==> src/rtl/camfmt_pkg.sv <==
package camfmt_pkg;

    localparam int PIX_W   = 8;
    localparam int WORD_W  = 2 * PIX_W;
    localparam int PIX_MAX = (1 << PIX_W) - 1;

    typedef enum logic [1:0] {
        FMT_YUV422 = 2'd0,
        FMT_RGB565 = 2'd1,
        FMT_RGB555 = 2'd2,
        FMT_RGB444 = 2'd3
    } fmt_e;

    typedef struct packed {
        fmt_e fmt;
        logic uv_swap;
        logic yc_swap;
        logic pclk_neg;
    } cfg_t;

    localparam cfg_t CFG_RESET = '{fmt: FMT_YUV422, uv_swap: 1'b0,
                                   yc_swap: 1'b1, pclk_neg: 1'b0};

    typedef struct packed {
        logic [PIX_W-1:0] y;
        logic [PIX_W-1:0] cb;
        logic [PIX_W-1:0] cr;
        logic             odd;
    } pix_t;

    function automatic logic [PIX_W-1:0] sat_pix(input logic signed [31:0] v);
        if (v < 0)
            return '0;
        else if (v > PIX_MAX)
            return '1;
        else
            return v[PIX_W-1:0];
    endfunction

endpackage

==> src/rtl/camfmt_cfg_latch.sv <==
module camfmt_cfg_latch
    import camfmt_pkg::*;
(
    input  logic       clk,
    input  logic       rst_n,
    input  logic       frame_start,
    input  logic [1:0] fmt_i,
    input  logic       uv_i,
    input  logic       yc_i,
    input  logic       neg_i,
    output cfg_t       cfg_o
);

    cfg_t cfg_d, cfg_q;

    always_comb begin
        cfg_d = cfg_q;
        if (frame_start)
            cfg_d = '{fmt: fmt_e'(fmt_i), uv_swap: uv_i, yc_swap: yc_i, pclk_neg: neg_i};
    end

    always_ff @(posedge clk or negedge rst_n) begin
        if (!rst_n)
            cfg_q <= CFG_RESET;
        else
            cfg_q <= cfg_d;
    end

    assign cfg_o = cfg_q;

    // the captured layout never moves except on a frame start
    a_r8_hold_midframe: assert property (@(posedge clk) disable iff (!rst_n)
        !frame_start |=> $stable(cfg_q));

endmodule

==> src/rtl/camfmt_pack.sv <==
module camfmt_pack
    import camfmt_pkg::*;
#(
    parameter int COEF_FRAC = 8,
    parameter int K_RV      = 359,
    parameter int K_GU      = 88,
    parameter int K_GV      = 183,
    parameter int K_BU      = 454
) (
    input  pix_t             pix,
    input  fmt_e             fmt,
    input  logic             uv_swap,
    input  logic             yc_swap,
    output logic [PIX_W-1:0] beat_hi,
    output logic [PIX_W-1:0] beat_lo
);

    localparam int HALF = 1 << (COEF_FRAC - 1);
    localparam int MID  = 1 << (PIX_W - 1);

    logic signed [31:0] yv, du, dv, rs, gs, bs;
    logic [PIX_W-1:0]   r8, g8, b8, chroma;
    logic [WORD_W-1:0]  word;

    always_comb begin
        yv = $signed({{(32-PIX_W){1'b0}}, pix.y});
        du = $signed({{(32-PIX_W){1'b0}}, pix.cb}) - MID;
        dv = $signed({{(32-PIX_W){1'b0}}, pix.cr}) - MID;
        rs = yv + ((K_RV * dv + HALF) >>> COEF_FRAC);
        gs = yv - ((K_GU * du + K_GV * dv + HALF) >>> COEF_FRAC);
        bs = yv + ((K_BU * du + HALF) >>> COEF_FRAC);
        r8 = sat_pix(rs);
        g8 = sat_pix(gs);
        b8 = sat_pix(bs);
        chroma = (pix.odd ^ uv_swap) ? pix.cr : pix.cb;
        unique case (fmt)
            FMT_RGB565: word = {r8[PIX_W-1 -: 5], g8[PIX_W-1 -: 6], b8[PIX_W-1 -: 5]};
            FMT_RGB555: word = {1'b0, r8[PIX_W-1 -: 5], g8[PIX_W-1 -: 5], b8[PIX_W-1 -: 5]};
            FMT_RGB444: word = {4'b0000, r8[PIX_W-1 -: 4], g8[PIX_W-1 -: 4], b8[PIX_W-1 -: 4]};
            default:    word = yc_swap ? {chroma, pix.y} : {pix.y, chroma};
        endcase
        beat_hi = word[WORD_W-1:PIX_W];
        beat_lo = word[PIX_W-1:0];
    end

endmodule

==> src/rtl/camfmt_serial.sv <==
module camfmt_serial
    import camfmt_pkg::*;
(
    input  logic             clk,
    input  logic             rst_n,
    input  logic             line_valid,
    input  logic [PIX_W-1:0] pix_y,
    input  logic [PIX_W-1:0] pix_cb,
    input  logic [PIX_W-1:0] pix_cr,
    input  logic [PIX_W-1:0] beat_hi,
    input  logic [PIX_W-1:0] beat_lo,
    output pix_t             pix_o,
    output logic             beat_next,
    output logic [PIX_W-1:0] data_o
);

    typedef struct packed {
        logic             ph;
        logic             p1;
        logic             odd;
        pix_t             pix;
        logic [PIX_W-1:0] data;
        logic             act;
    } ser_t;

    ser_t s_d, s_q;
    logic first_d, second_d, take_d;

    always_comb begin
        s_d      = s_q;
        take_d   = line_valid && !s_q.ph;
        first_d  = line_valid && s_q.ph;
        second_d = s_q.p1;
        s_d.ph   = take_d;
        s_d.p1   = first_d;
        if (take_d) begin
            s_d.pix = '{y: pix_y, cb: pix_cb, cr: pix_cr, odd: s_q.odd};
            s_d.odd = !s_q.odd;
        end
        if (!line_valid)
            s_d.odd = 1'b0;
        s_d.act  = first_d || second_d;
        s_d.data = first_d ? beat_hi : (second_d ? beat_lo : '0);
    end

    always_ff @(posedge clk or negedge rst_n) begin
        if (!rst_n)
            s_q <= '0;
        else
            s_q <= s_d;
    end

    assign pix_o     = s_q.pix;
    assign beat_next = s_d.act;
    assign data_o    = s_q.data;

    // a first byte is always followed by the second byte of the pair
    a_r2_pair_complete: assert property (@(posedge clk) disable iff (!rst_n)
        $rose(s_q.act) |=> s_q.act);

endmodule

==> src/rtl/camfmt_sync.sv <==
module camfmt_sync (
    input  logic clk,
    input  logic rst_n,
    input  logic frame_valid,
    input  logic beat_next,
    input  logic vs_inv,
    input  logic hs_inv,
    input  logic hs_in_vs,
    input  logic pclk_gate,
    output logic frame_start,
    output logic vsync_o,
    output logic hsync_o,
    output logic pclk_en_o
);

    typedef struct packed {
        logic fv;
        logic vs;
        logic hs;
        logic pen;
    } sync_t;

    localparam sync_t SYNC_RESET = '{fv: 1'b0, vs: 1'b1, hs: 1'b1, pen: 1'b0};

    sync_t y_d, y_q;
    logic  vs_act_d, hs_act_d;

    always_comb begin
        y_d      = y_q;
        vs_act_d = y_q.fv;
        hs_act_d = beat_next && (hs_in_vs ? vs_act_d : 1'b1);
        y_d.fv   = frame_valid;
        y_d.vs   = vs_act_d ^ vs_inv;
        y_d.hs   = hs_act_d ^ hs_inv;
        y_d.pen  = pclk_gate ? (hs_act_d && vs_act_d) : 1'b1;
    end

    always_ff @(posedge clk or negedge rst_n) begin
        if (!rst_n)
            y_q <= SYNC_RESET;
        else
            y_q <= y_d;
    end

    assign frame_start = frame_valid && !y_q.fv;
    assign vsync_o     = y_q.vs;
    assign hsync_o     = y_q.hs;
    assign pclk_en_o   = y_q.pen;

    logic [1:0] warm_d, warm_q;
    always_comb warm_d = (warm_q == 2'd3) ? warm_q : warm_q + 2'd1;
    always_ff @(posedge clk or negedge rst_n) begin
        if (!rst_n)
            warm_q <= '0;
        else
            warm_q <= warm_d;
    end

    // vsync is frame-valid one cycle late with the live polarity
    a_r9_vsync_delay: assert property (@(posedge clk) disable iff (!rst_n)
        (warm_q >= 2'd2) |-> (vsync_o == ($past(frame_valid, 2) ^ $past(vs_inv))));

    // with qualification on, an active hsync only occurs under an active vsync
    a_r10_hs_inside_vs: assert property (@(posedge clk) disable iff (!rst_n)
        ((warm_q >= 2'd1) && $past(hs_in_vs) && (hsync_o ^ $past(hs_inv)))
        |-> (vsync_o ^ $past(vs_inv)));

    // ungated pixel clock runs continuously
    a_r11_free_running: assert property (@(posedge clk) disable iff (!rst_n)
        ((warm_q >= 2'd1) && !$past(pclk_gate)) |-> pclk_en_o);

endmodule

==> src/rtl/cam_pix_formatter.sv <==
module cam_pix_formatter
    import camfmt_pkg::*;
#(
    parameter int COEF_FRAC = 8,
    parameter int K_RV      = 359,
    parameter int K_GU      = 88,
    parameter int K_GV      = 183,
    parameter int K_BU      = 454
) (
    input  logic       clk,
    input  logic       rst_n,
    input  logic       frame_valid,
    input  logic       line_valid,
    input  logic [7:0] pix_y,
    input  logic [7:0] pix_cb,
    input  logic [7:0] pix_cr,
    input  logic [1:0] cfg_format,
    input  logic       cfg_uv_swap,
    input  logic       cfg_yc_swap,
    input  logic       cfg_vsync_inv,
    input  logic       cfg_hsync_inv,
    input  logic       cfg_pclk_inv,
    input  logic       cfg_pclk_gate,
    input  logic       cfg_hsync_in_vsync,
    output logic [7:0] cam_data,
    output logic       cam_pclk_en,
    output logic       cam_pclk_neg,
    output logic       cam_hsync,
    output logic       cam_vsync
);

    cfg_t             cfg_q;
    pix_t             held_pix;
    logic             frame_start, beat_next;
    logic [PIX_W-1:0] beat_hi, beat_lo;

    camfmt_cfg_latch u_cfg (
        .clk         (clk),
        .rst_n       (rst_n),
        .frame_start (frame_start),
        .fmt_i       (cfg_format),
        .uv_i        (cfg_uv_swap),
        .yc_i        (cfg_yc_swap),
        .neg_i       (cfg_pclk_inv),
        .cfg_o       (cfg_q)
    );

    camfmt_serial u_ser (
        .clk        (clk),
        .rst_n      (rst_n),
        .line_valid (line_valid),
        .pix_y      (pix_y),
        .pix_cb     (pix_cb),
        .pix_cr     (pix_cr),
        .beat_hi    (beat_hi),
        .beat_lo    (beat_lo),
        .pix_o      (held_pix),
        .beat_next  (beat_next),
        .data_o     (cam_data)
    );

    camfmt_pack #(
        .COEF_FRAC (COEF_FRAC),
        .K_RV      (K_RV),
        .K_GU      (K_GU),
        .K_GV      (K_GV),
        .K_BU      (K_BU)
    ) u_pack (
        .pix     (held_pix),
        .fmt     (cfg_q.fmt),
        .uv_swap (cfg_q.uv_swap),
        .yc_swap (cfg_q.yc_swap),
        .beat_hi (beat_hi),
        .beat_lo (beat_lo)
    );

    camfmt_sync u_sync (
        .clk         (clk),
        .rst_n       (rst_n),
        .frame_valid (frame_valid),
        .beat_next   (beat_next),
        .vs_inv      (cfg_vsync_inv),
        .hs_inv      (cfg_hsync_inv),
        .hs_in_vs    (cfg_hsync_in_vsync),
        .pclk_gate   (cfg_pclk_gate),
        .frame_start (frame_start),
        .vsync_o     (cam_vsync),
        .hsync_o     (cam_hsync),
        .pclk_en_o   (cam_pclk_en)
    );

    assign cam_pclk_neg = cfg_q.pclk_neg;

endmodule

==> config.mk <==
export PLATFORM = sky130hd
export DESIGN_NAME = cam_pix_formatter
export DESIGN_NICKNAME = d
export VERILOG_FILES = /design/src/rtl/camfmt_pkg.sv /design/src/rtl/camfmt_cfg_latch.sv /design/src/rtl/camfmt_pack.sv /design/src/rtl/camfmt_serial.sv /design/src/rtl/camfmt_sync.sv /design/src/rtl/cam_pix_formatter.sv
export SDC_FILE = /design/constraint.sdc
export NUM_CORES = 1
export LEC_CHECK = 0
export BUFFER_PORTS_ARGS = -buffer_cell sky130_fd_sc_hd__buf_2
export CORE_UTILIZATION = 41
export CTS_CLUSTER_DIAMETER = 80
export DETAILED_ROUTE_END_ITERATION = 10
export MAX_ROUTING_LAYER = met4
export PLACE_DENSITY = 0.59
export SKIP_LAST_GASP = 1
export SLEW_MARGIN = 20
export SYNTH_ARGS = -nofsm -noshare
export SYNTH_HDL_FRONTEND = slang
export SYNTH_SLANG_ARGS = --single-unit
==> constraint.sdc <==
create_clock -name clk -period 8.1 [get_ports clk]
set_clock_uncertainty 0.05 [all_clocks]
set_input_delay 1.62 -clock clk [delete_from_list [all_inputs] [get_ports clk]]
set_output_delay 1.62 -clock clk [all_outputs]
set_load 0.01 [all_outputs]
==> results.cfg, run 1 <==
[yosys]
synthAdderAreaFrac = 0.3671
synth_top_area_frac = 0.2280
yosys_warnings = 0
yosys.area_share.xor_xnor = 0.06690
synth-seq-cells = 45
seq_area_frac_synth = 0.1040
syn_area_mm2 = 0.01087
synth_area_leaders = ha_1, fa_1, dfrtp_1
synth-simple-area-share = 0.1416
synth_compound_area_frac = 0.2088
synth_edf_count = 0
syn_inst = 1305
synth_top_family_by_area = adder cells
dominantRegCellSynth = dfrtp_1
muxShareOfSynthArea = 0.02614
syn_area_per_cell_um2 = 8.326
async_flop_share = 1.000
syn_nets = 1615
synth.distinct_cells = 88
synth_top_area_cell = ha_1

[drt]
vias = 9462
drc = 0
wl_met1_mm = 15.36
wl_met2_mm = 13.81
antenna_left = 0
first_pass_iters = 5
vias_per_cell = 5.576
drt_iter0_drc = 714
wl_per_cell_um = 18.26
topRoutingLayerUsed = met4
route.met3.wl_mm = 1.243
drt_wl_total_mm = 30.99

[critical_path]
crit_arrival_ps = 7820
cpPeakStageDelay_ps = 620
cp-start-kind = flop
crit_required_ps = 8210
path_class = flop to flop
endpoint_kind = flop
cp_max_fo = 7
cp_common_cell = ha_1
slowest_stage = or4_4

[cells_and_area]
area_delta_synth_final_pct = 9.397
layoutNonFillerInstCount = 1697
diodes = 0
final_net_count = 1671
fillers = 2600
drive_gt1_frac = 0.1248
most-common-layout-cells = inv_1, ha_1, nand2_1

[die]
fp.dieW_um = 164.8
rows = 59
initial_core_util = 0.4170
ioPinCount = 49
die_h_um = 164.8
die_area_mm2 = 0.02716
coreArea_mm2 = 0.02606

[sta]
slew_headroom = 0.4864
report.final.slew_viol_count = 0
fin_crit_ps = 7710
worst_pin_slew_ps = 763.6
post-route-period-util = 0.9518
setup_viol = 0
finalHoldViolations = 0
max_freq_mhz = 129.7

[clock_tree]
cts_buffers = 5
cts_hold_buf = 0
cts_tree = built
cts-root-buf = clkbuf_16
clk_path_buf_depth = 2
h-tree-depth = 2
clock_latency_ps = 300
cts_sinks = 45
clk_pin_slew_ps = 70

[grt]
grt_max_degree = 46
grt_usage = 0.2416
grt_pass1_wl_mm = 49.54
antenna_found_initial = 0
grt_remaining_overflow = 0
grt_pass1_vias = 8992

[placed_design]
gp_congestion = 0.9515
hpwl_mm = 25.99
placed_cells = 1684
port_buffers = 48

[flow_run]
drv_cap = 0

[status]
status = finished clean

[min_path]
hold_class = flop to flop
[worst max-delay path: cells and delay by family (launching register included)]
family / cells / cell delay (ps)
buffers and inverters: 5 / 310
xor gates and xnor gates: 1 / 210
DFF: 1 / 390
and+or+nand+nor: 4 / 1100
adders and majority gates: 8 / 2770
AOI/OAI and AO/OA: 14 / 2740
[state kept, by name, indices dropped and copies added (netlist names)]
signal,flops
u_ser.pix_o,25
u_ser.data_o,8
u_cfg.cfg_o,5
u_ser.s_q,2
u_ser.second_d,1
u_sync.hsync_o,1
u_sync.pclk_en_o,1
u_sync.vs_act_d,1
u_sync.vsync_o,1
[cell usage after synthesis, types with 4 or more instances]
| library cell | count |
|---|---|
| a211oi_1 | 12 |
| o211ai_1 | 15 |
| o21ai_0 | 71 |
| nand4_1 | 8 |
| a32oi_1 | 4 |
| a22oi_1 | 5 |
| ha_1 | 198 |
| and4_1 | 5 |
| nor3b_1 | 8 |
| inv_1 | 196 |
| and3_1 | 11 |
| xnor2_1 | 56 |
| nand3_1 | 18 |
| nand2b_1 | 11 |
| clkbuf_1 | 23 |
| xor2_1 | 27 |
| a31o_2 | 4 |
| a21o_1 | 22 |
| o31ai_1 | 6 |
| buf_4 | 9 |
| o22ai_1 | 15 |
| nand2_1 | 92 |
| nor2_1 | 72 |
| a31oi_1 | 16 |
| mux2i_1 | 7 |
| nor3_1 | 17 |
| or3_1 | 6 |
| o21a_1 | 12 |
| and2_1 | 14 |
| dfrtp_1 | 42 |
| fa_1 | 75 |
| mux2_2 | 19 |
| nor2b_1 | 17 |
| o31a_1 | 6 |
| o21ai_1 | 9 |
| a21oi_1 | 78 |
| a41o_1 | 4 |
| or2_2 | 11 |
| nand3b_1 | 4 |
| a221oi_1 | 4 |
[final cells by class]
class,instances,area [um2],share of cell area
inverter,199,747.0,0.06284
clock buffer,6,128.9,0.01084
timing repair buffer,86,528.0,0.04442
tap,335,419.2,0.03526
sequential,45,1130,0.09505
clock inverter,2,38.79,0.003263
multi-input combinational,1024,8895,0.7483
[metrics by stage]
stage / area (um2) / hold WS (ps) / setup slack [ps] / util / TNS (ps)
global route: 11890 / 479.5 / -4.453 / 0.4561 / -4.453
finish: 11890 / 444.6 / 390.4 / 0.4561 / 0
CTS: 11760 / 445.9 / 24.43 / 0.4513 / 0
detailed placement: 11590 / 436.2 / 48.91 / 0.4449 / 0
floorplan: 10870 / 393.3 / 464.0 / - / 0
global placement: 11590 / 426.2 / 208.0 / 0.4449 / 0
[what timing repair did]
| action | 4_1_cts | 5_1_grt |
|---|---|---|
| gates resized for setup | 0 | 22 |
| buffers inserted | 0 | 5 |
| endpoints found under the setup margin | 0 | 7 |
[routing by layer]
metal / up-vias / track usage
li1: 4642 / -
met1: 4545 / 0.3445
met2: 241 / 0.3780
met5: - / -
met3: 34 / 0.01155
met4: 0 / 0.05004
[final timing paths]
kind / slack [ps] / startpoint / end / depth (start not counted)
setup / recovery: 390 / u_ser.pix_o[10]$_DFFE_PN0P_ / u_ser.data_o[2]$_DFF_PN0_ / 32
max in group asynchronous: 6270 / rst_n / u_ser.data_o[5]$_DFF_PN0_ / 1
hold / removal: 440 / u_sync.vs_act_d$_DFF_PN0_ / u_sync.vsync_o$_DFF_PN1_ / 1
setup reg to reg: 390 / u_ser.pix_o[10]$_DFFE_PN0P_ / u_ser.data_o[2]$_DFF_PN0_ / 32
min in group asynchronous: 1300 / rst_n / u_sync.vs_act_d$_DFF_PN0_ / 1
hold reg to reg: 440 / u_sync.vs_act_d$_DFF_PN0_ / u_sync.vsync_o$_DFF_PN1_ / 1
[logic make-up after synthesis]
kind of cell | count (synthesis)
AND/OR/NAND/NOR | 309
multiplexers | 26
adder cells (fa/ha/maj) | 274
flip-flops | 45
XOR/XNOR | 83
buffers and inverters | 236
AO/OA/AOI/OAI | 332
Power of run 1 is left out: the tool's default activity adds up to more than one toggle a clock period on the data nets, which glitch-free logic cannot reach.
==> run 2: changes to the inputs <==
Settings changed: MAX_ROUTING_LAYER met4 to not set.
==> run 2 against run 1 <==
Against the previous run:
- flip-flop and latch count unchanged
- count of clock-buffer cells in the layout unchanged
- first-iteration DRC count down 9.1%
- final area down 0.18%
- fmax down 0.42%
- non-clock buffer count down 1
- final cell count about the same
- setup slack worse by 33 ps
- critical endpoint unchanged
- largest cell class unchanged
==> results.cfg, run 2 (synthesis results as in run 1) <==
[sta]
grt_setup_unrepaired = yes
slew_headroom = 0.4570
tns_ps = 0
report.final.slew_viol_count = 0
finalHoldViolations = 0
max_freq_mhz = 129.2
fin_crit_ps = 7742
post-route-period-util = 0.9559
setup_viol = 0
postLayoutSetupSlackWorst_ps = 357.6
worst_pin_slew_ps = 803.2

[clock_tree]
cts-root-buf = clkbuf_16
clock_latency_ps = 290
cts_hold_buf = 0
cts_tree = built
clk_path_buf_depth = 2
h-tree-depth = 2
cts_buffers = 5
clk_pin_slew_ps = 70
cts_sinks = 45

[grt]
grt_usage = 0.2318
antenna_found_initial = 0
grt_pass1_vias = 8969
grt_max_degree = 46
grt_pass1_wl_mm = 48.84
grt_remaining_overflow = 0

[cells_and_area]
largest_reg_flops = 25
layout_commonest_cell = ha_1
fillers = 2591
final_util = 0.4553
layoutNonFillerInstCount = 1696
drive_gt1_frac = 0.1227
final_net_count = 1670
area_delta_synth_final_pct = 9.201
most-common-layout-cells = ha_1, inv_1, nand2_1
diodes = 0

[critical_path]
cp_max_fo = 5
slowest_stage = fa_1
cp-start-kind = flop
crit_required_ps = 8210
endpoint_kind = flop
crit_buf_inv = 4
crit_arrival_ps = 7850
cpPeakStageDelay_ps = 520
path_class = flop to flop
ff2ff_setup_slack_ps = 360
critPathTopFamily = adder cells

[placed_design]
hpwl_mm = 25.82
preCtsSetupSlack_ps = -108.1
placed_cells = 1684
port_buffers = 48
gp_congestion = 0.9146

[status]
status = finished clean

[drt]
vias_per_cell = 5.498
first_pass_iters = 5
vias = 9325
drt_iter0_drc = 649
drc = 0
antenna_left = 0
wl_per_cell_um = 18.15
drt_wl_total_mm = 30.77

[die]
die_h_um = 164.8
initial_core_util = 0.4170
ioPinCount = 49
rows = 59
die_area_mm2 = 0.02716
fp.dieW_um = 164.8
coreArea_mm2 = 0.02606

[min_path]
hold_class = flop to flop

[flow_run]
drv_cap = 0
run 2: changes by cell type in the layout (fill, tap and decap cells not counted), sizes merged:
| cell | previous run | this run |
|---|---|---|
| buf | 86 | 85 |
run 2: path summary, 6_finish.rpt:
check | to | depth (start not counted) | startpoint
max reg2reg | u_ser.data_o[2]$_DFF_PN0_ | 28 | u_ser.pix_o[10]$_DFFE_PN0P_
min | u_sync.vsync_o$_DFF_PN1_ | 1 | u_sync.vs_act_d$_DFF_PN0_
max | u_ser.data_o[2]$_DFF_PN0_ | 28 | u_ser.pix_o[10]$_DFFE_PN0P_
min in group asynchronous | u_sync.vs_act_d$_DFF_PN0_ | 1 | rst_n
max in group asynchronous | u_ser.pix_o[17]$_DFFE_PN0P_ | 1 | rst_n
min reg2reg | u_sync.vsync_o$_DFF_PN1_ | 1 | u_sync.vs_act_d$_DFF_PN0_
run 2: cell type report:
cell class	instances	area, um2	area share
Multi-Input combinational cell	1024	8881	0.7485
Sequential cell	45	1130	0.09522
Inverter	199	747.0	0.06295
Timing Repair Buffer	85	520.5	0.04387
Tap cell	335	419.2	0.03533
Clock buffer	6	128.9	0.01086
Clock inverter	2	38.79	0.003269
run 2: repair_timing:
action	CTS	global route
gates resized for setup	2	18
buffers inserted	0	4
setup endpoints to repair	4	7
pin swaps	2	6
run 2: worst reg2reg max path: cells and delay by family, from the launching register on:
kind / cells / cell delay (ps)
buf+inv: 4 / 340
compound gates: 7 / 1510
xor+xnor: 2 / 670
flops: 1 / 380
fa+ha+maj: 8 / 3240
simple gates: 7 / 1400
run 2: routing by layer:
layer  track usage  wire, um  vias to the layer above
met5             0         0                        -
met2        0.3718     13730                      232
met1        0.3400     15160                     4427
li1              -         -                     4641
met4       0.04003       400                        0
met3       0.01959      1492                       25
run 2: through the flow:
step / hold WS, ps / instance area, um2
global placement: 429.6 / 11590
finish: 454.2 / 11870
detailed placement: 440.3 / 11590
global route: 466.9 / 11870
CTS: 449.8 / 11760
floorplan: 393.3 / 10870
Power of run 2 is left out for the same reason.
==> run 3: changes to the inputs <==
Settings changed: CORE_MARGIN set to 4.
==> run 3 against run 2 <==
Against the previous run:
- setup slack got worse by 9.6 ps
- worst hold slack got worse by 22 ps
- sequential share of layout area increased by 0.077 points
- fmax decreased by 0.12%
- register-to-register slack about the same
- highest routed layer unchanged
- final cell count decreased by 0.65%
- non-clock buffer count decreased by 11
- via count increased by 1.4%
- wire length decreased by 2.1%
- critical path depth increased by 6
- core utilization decreased by 0.32 points
==> results.cfg, run 3 (synthesis results as in run 1) <==
[status]
status = finished clean

[die]
rows = 59
die_area_mm2 = 0.02917
ioPinCount = 49
initial_core_util = 0.4170
die_h_um = 170.8
coreArea_mm2 = 0.02606
fp.dieW_um = 170.8

[critical_path]
critPathTopFamily = adder cells
crit_buf_inv = 4
endpoint_kind = flop
ff2ff_setup_slack_ps = 350
path_class = flop to flop
crit_arrival_ps = 7870
cp_common_cell = ha_1
cp-start-kind = flop
cp_max_fo = 6
cpPeakStageDelay_ps = 530
crit_required_ps = 8220
slowest_stage = fa_1

[cells_and_area]
final_net_count = 1659
fillers = 2574
most-common-layout-cells = ha_1, inv_1, nand2_1
multiInputGateArea_mm2 = 0.008901
layout_commonest_cell = ha_1
largest_reg_flops = 25
regArea_mm2 = 0.001131
diodes = 0
drive_gt1_frac = 0.1170
area_delta_synth_final_pct = 8.441
final_util = 0.4522

[drt]
drt_wl_total_mm = 30.14
first_pass_iters = 5
vias_per_cell = 5.609
wl_per_cell_um = 17.89
vias = 9452
drc = 0
antenna_left = 0
drt_iter0_drc = 656

[grt]
grt_use_met3 = 0.01617
grt_remaining_overflow = 0
gr-usage-met1 = 0.3034
grt_pass1_wl_mm = 48.98
grt_usage = 0.2075
grt_pass1_vias = 9111
grt_use_met2 = 0.3449
antenna_found_initial = 0
gr-max-usage-layer = met2
grt_max_degree = 46

[clock_tree]
clock_latency_ps = 300
h-tree-depth = 2
clk_path_buf_depth = 2
cts_hold_buf = 0
cts_sinks = 45
cts_buffers = 5
cts_tree = built
cts-root-buf = clkbuf_16
clk_pin_slew_ps = 80

[sta]
setup_viol = 0
fin_crit_ps = 7752
max_freq_mhz = 129.0
worst_pin_slew_ps = 927.0
slew_headroom = 0.3733
finalHoldViolations = 0
post-route-period-util = 0.9570
report.final.slew_viol_count = 0
grt_setup_unrepaired = yes

[min_path]
hold_class = flop to flop

[placed_design]
hpwl_mm = 24.97
gp_congestion = 0.9494
port_buffers = 48

[flow_run]
drv_cap = 0
-- run 3: changes by cell type in the layout (fill, tap and decap cells not counted), moves of 2 or more --
cell     previous run  this run
nor3b_1             8         6
buf_4              38        27
nor3b_2             0         2
o21ai_2             1         3
a21oi_2             7         5
-- run 3: final cells by class --
cell class                 count  share of cell area
clock inverter                 3            0.001805
sequential                    45             0.09600
tap                          335             0.03557
timing repair buffer          74             0.03717
inverter                     199             0.06340
clock buffer                   5             0.01062
multi-input combinational   1024              0.7554
-- run 3: what timing repair did --
| item | CTS | global route |
|---|---|---|
| setup buffers | 0 | 3 |
| resized for setup | 1 | 22 |
| setup endpoints to repair | 1 | 8 |
| pin swaps | 0 | 8 |
-- run 3: stage by stage --
step | cell area [um2] | setup slack, ps | cells | setup TNS (ps) | hold slack (ps)
after CTS | 11670 | 21.29 | 1682 | 0 | 430.5
after detailed placement | 11520 | -23.66 | 1674 | -23.66 | 421.1
after floorplan | 10870 | 464.0 | 1305 | 0 | 393.3
final | 11780 | 348.0 | 1685 | 0 | 431.8
after global routing | 11780 | -40.25 | 1685 | -73.87 | 456.2
after global placement | 11520 | 193.4 | 1674 | 0 | 419.5
-- run 3: layer usage --
layer,up-vias,part of all wire
li1,4631,-
met1,4550,0.49
met2,247,0.46
met3,24,0.041
met4,0,0.013
met5,-,0
-- run 3: path summary, 6_finish.rpt --
kind | from | endpoint | cells after the start
worst min register to register | u_sync.vs_act_d$_DFF_PN0_ | u_sync.vsync_o$_DFF_PN1_ | 1
min in group asynchronous | rst_n | u_ser.pix_o[24]$_DFFE_PN0P_ | 1
worst max register to register | u_ser.pix_o[12]$_DFFE_PN0P_ | u_ser.data_o[2]$_DFF_PN0_ | 34
worst min-delay path | u_sync.vs_act_d$_DFF_PN0_ | u_sync.vsync_o$_DFF_PN1_ | 1
max in group asynchronous | rst_n | u_ser.pix_o[11]$_DFFE_PN0P_ | 1
worst max-delay path | u_ser.pix_o[12]$_DFFE_PN0P_ | u_ser.data_o[2]$_DFF_PN0_ | 34
Power of run 3 is left out for the same reason.
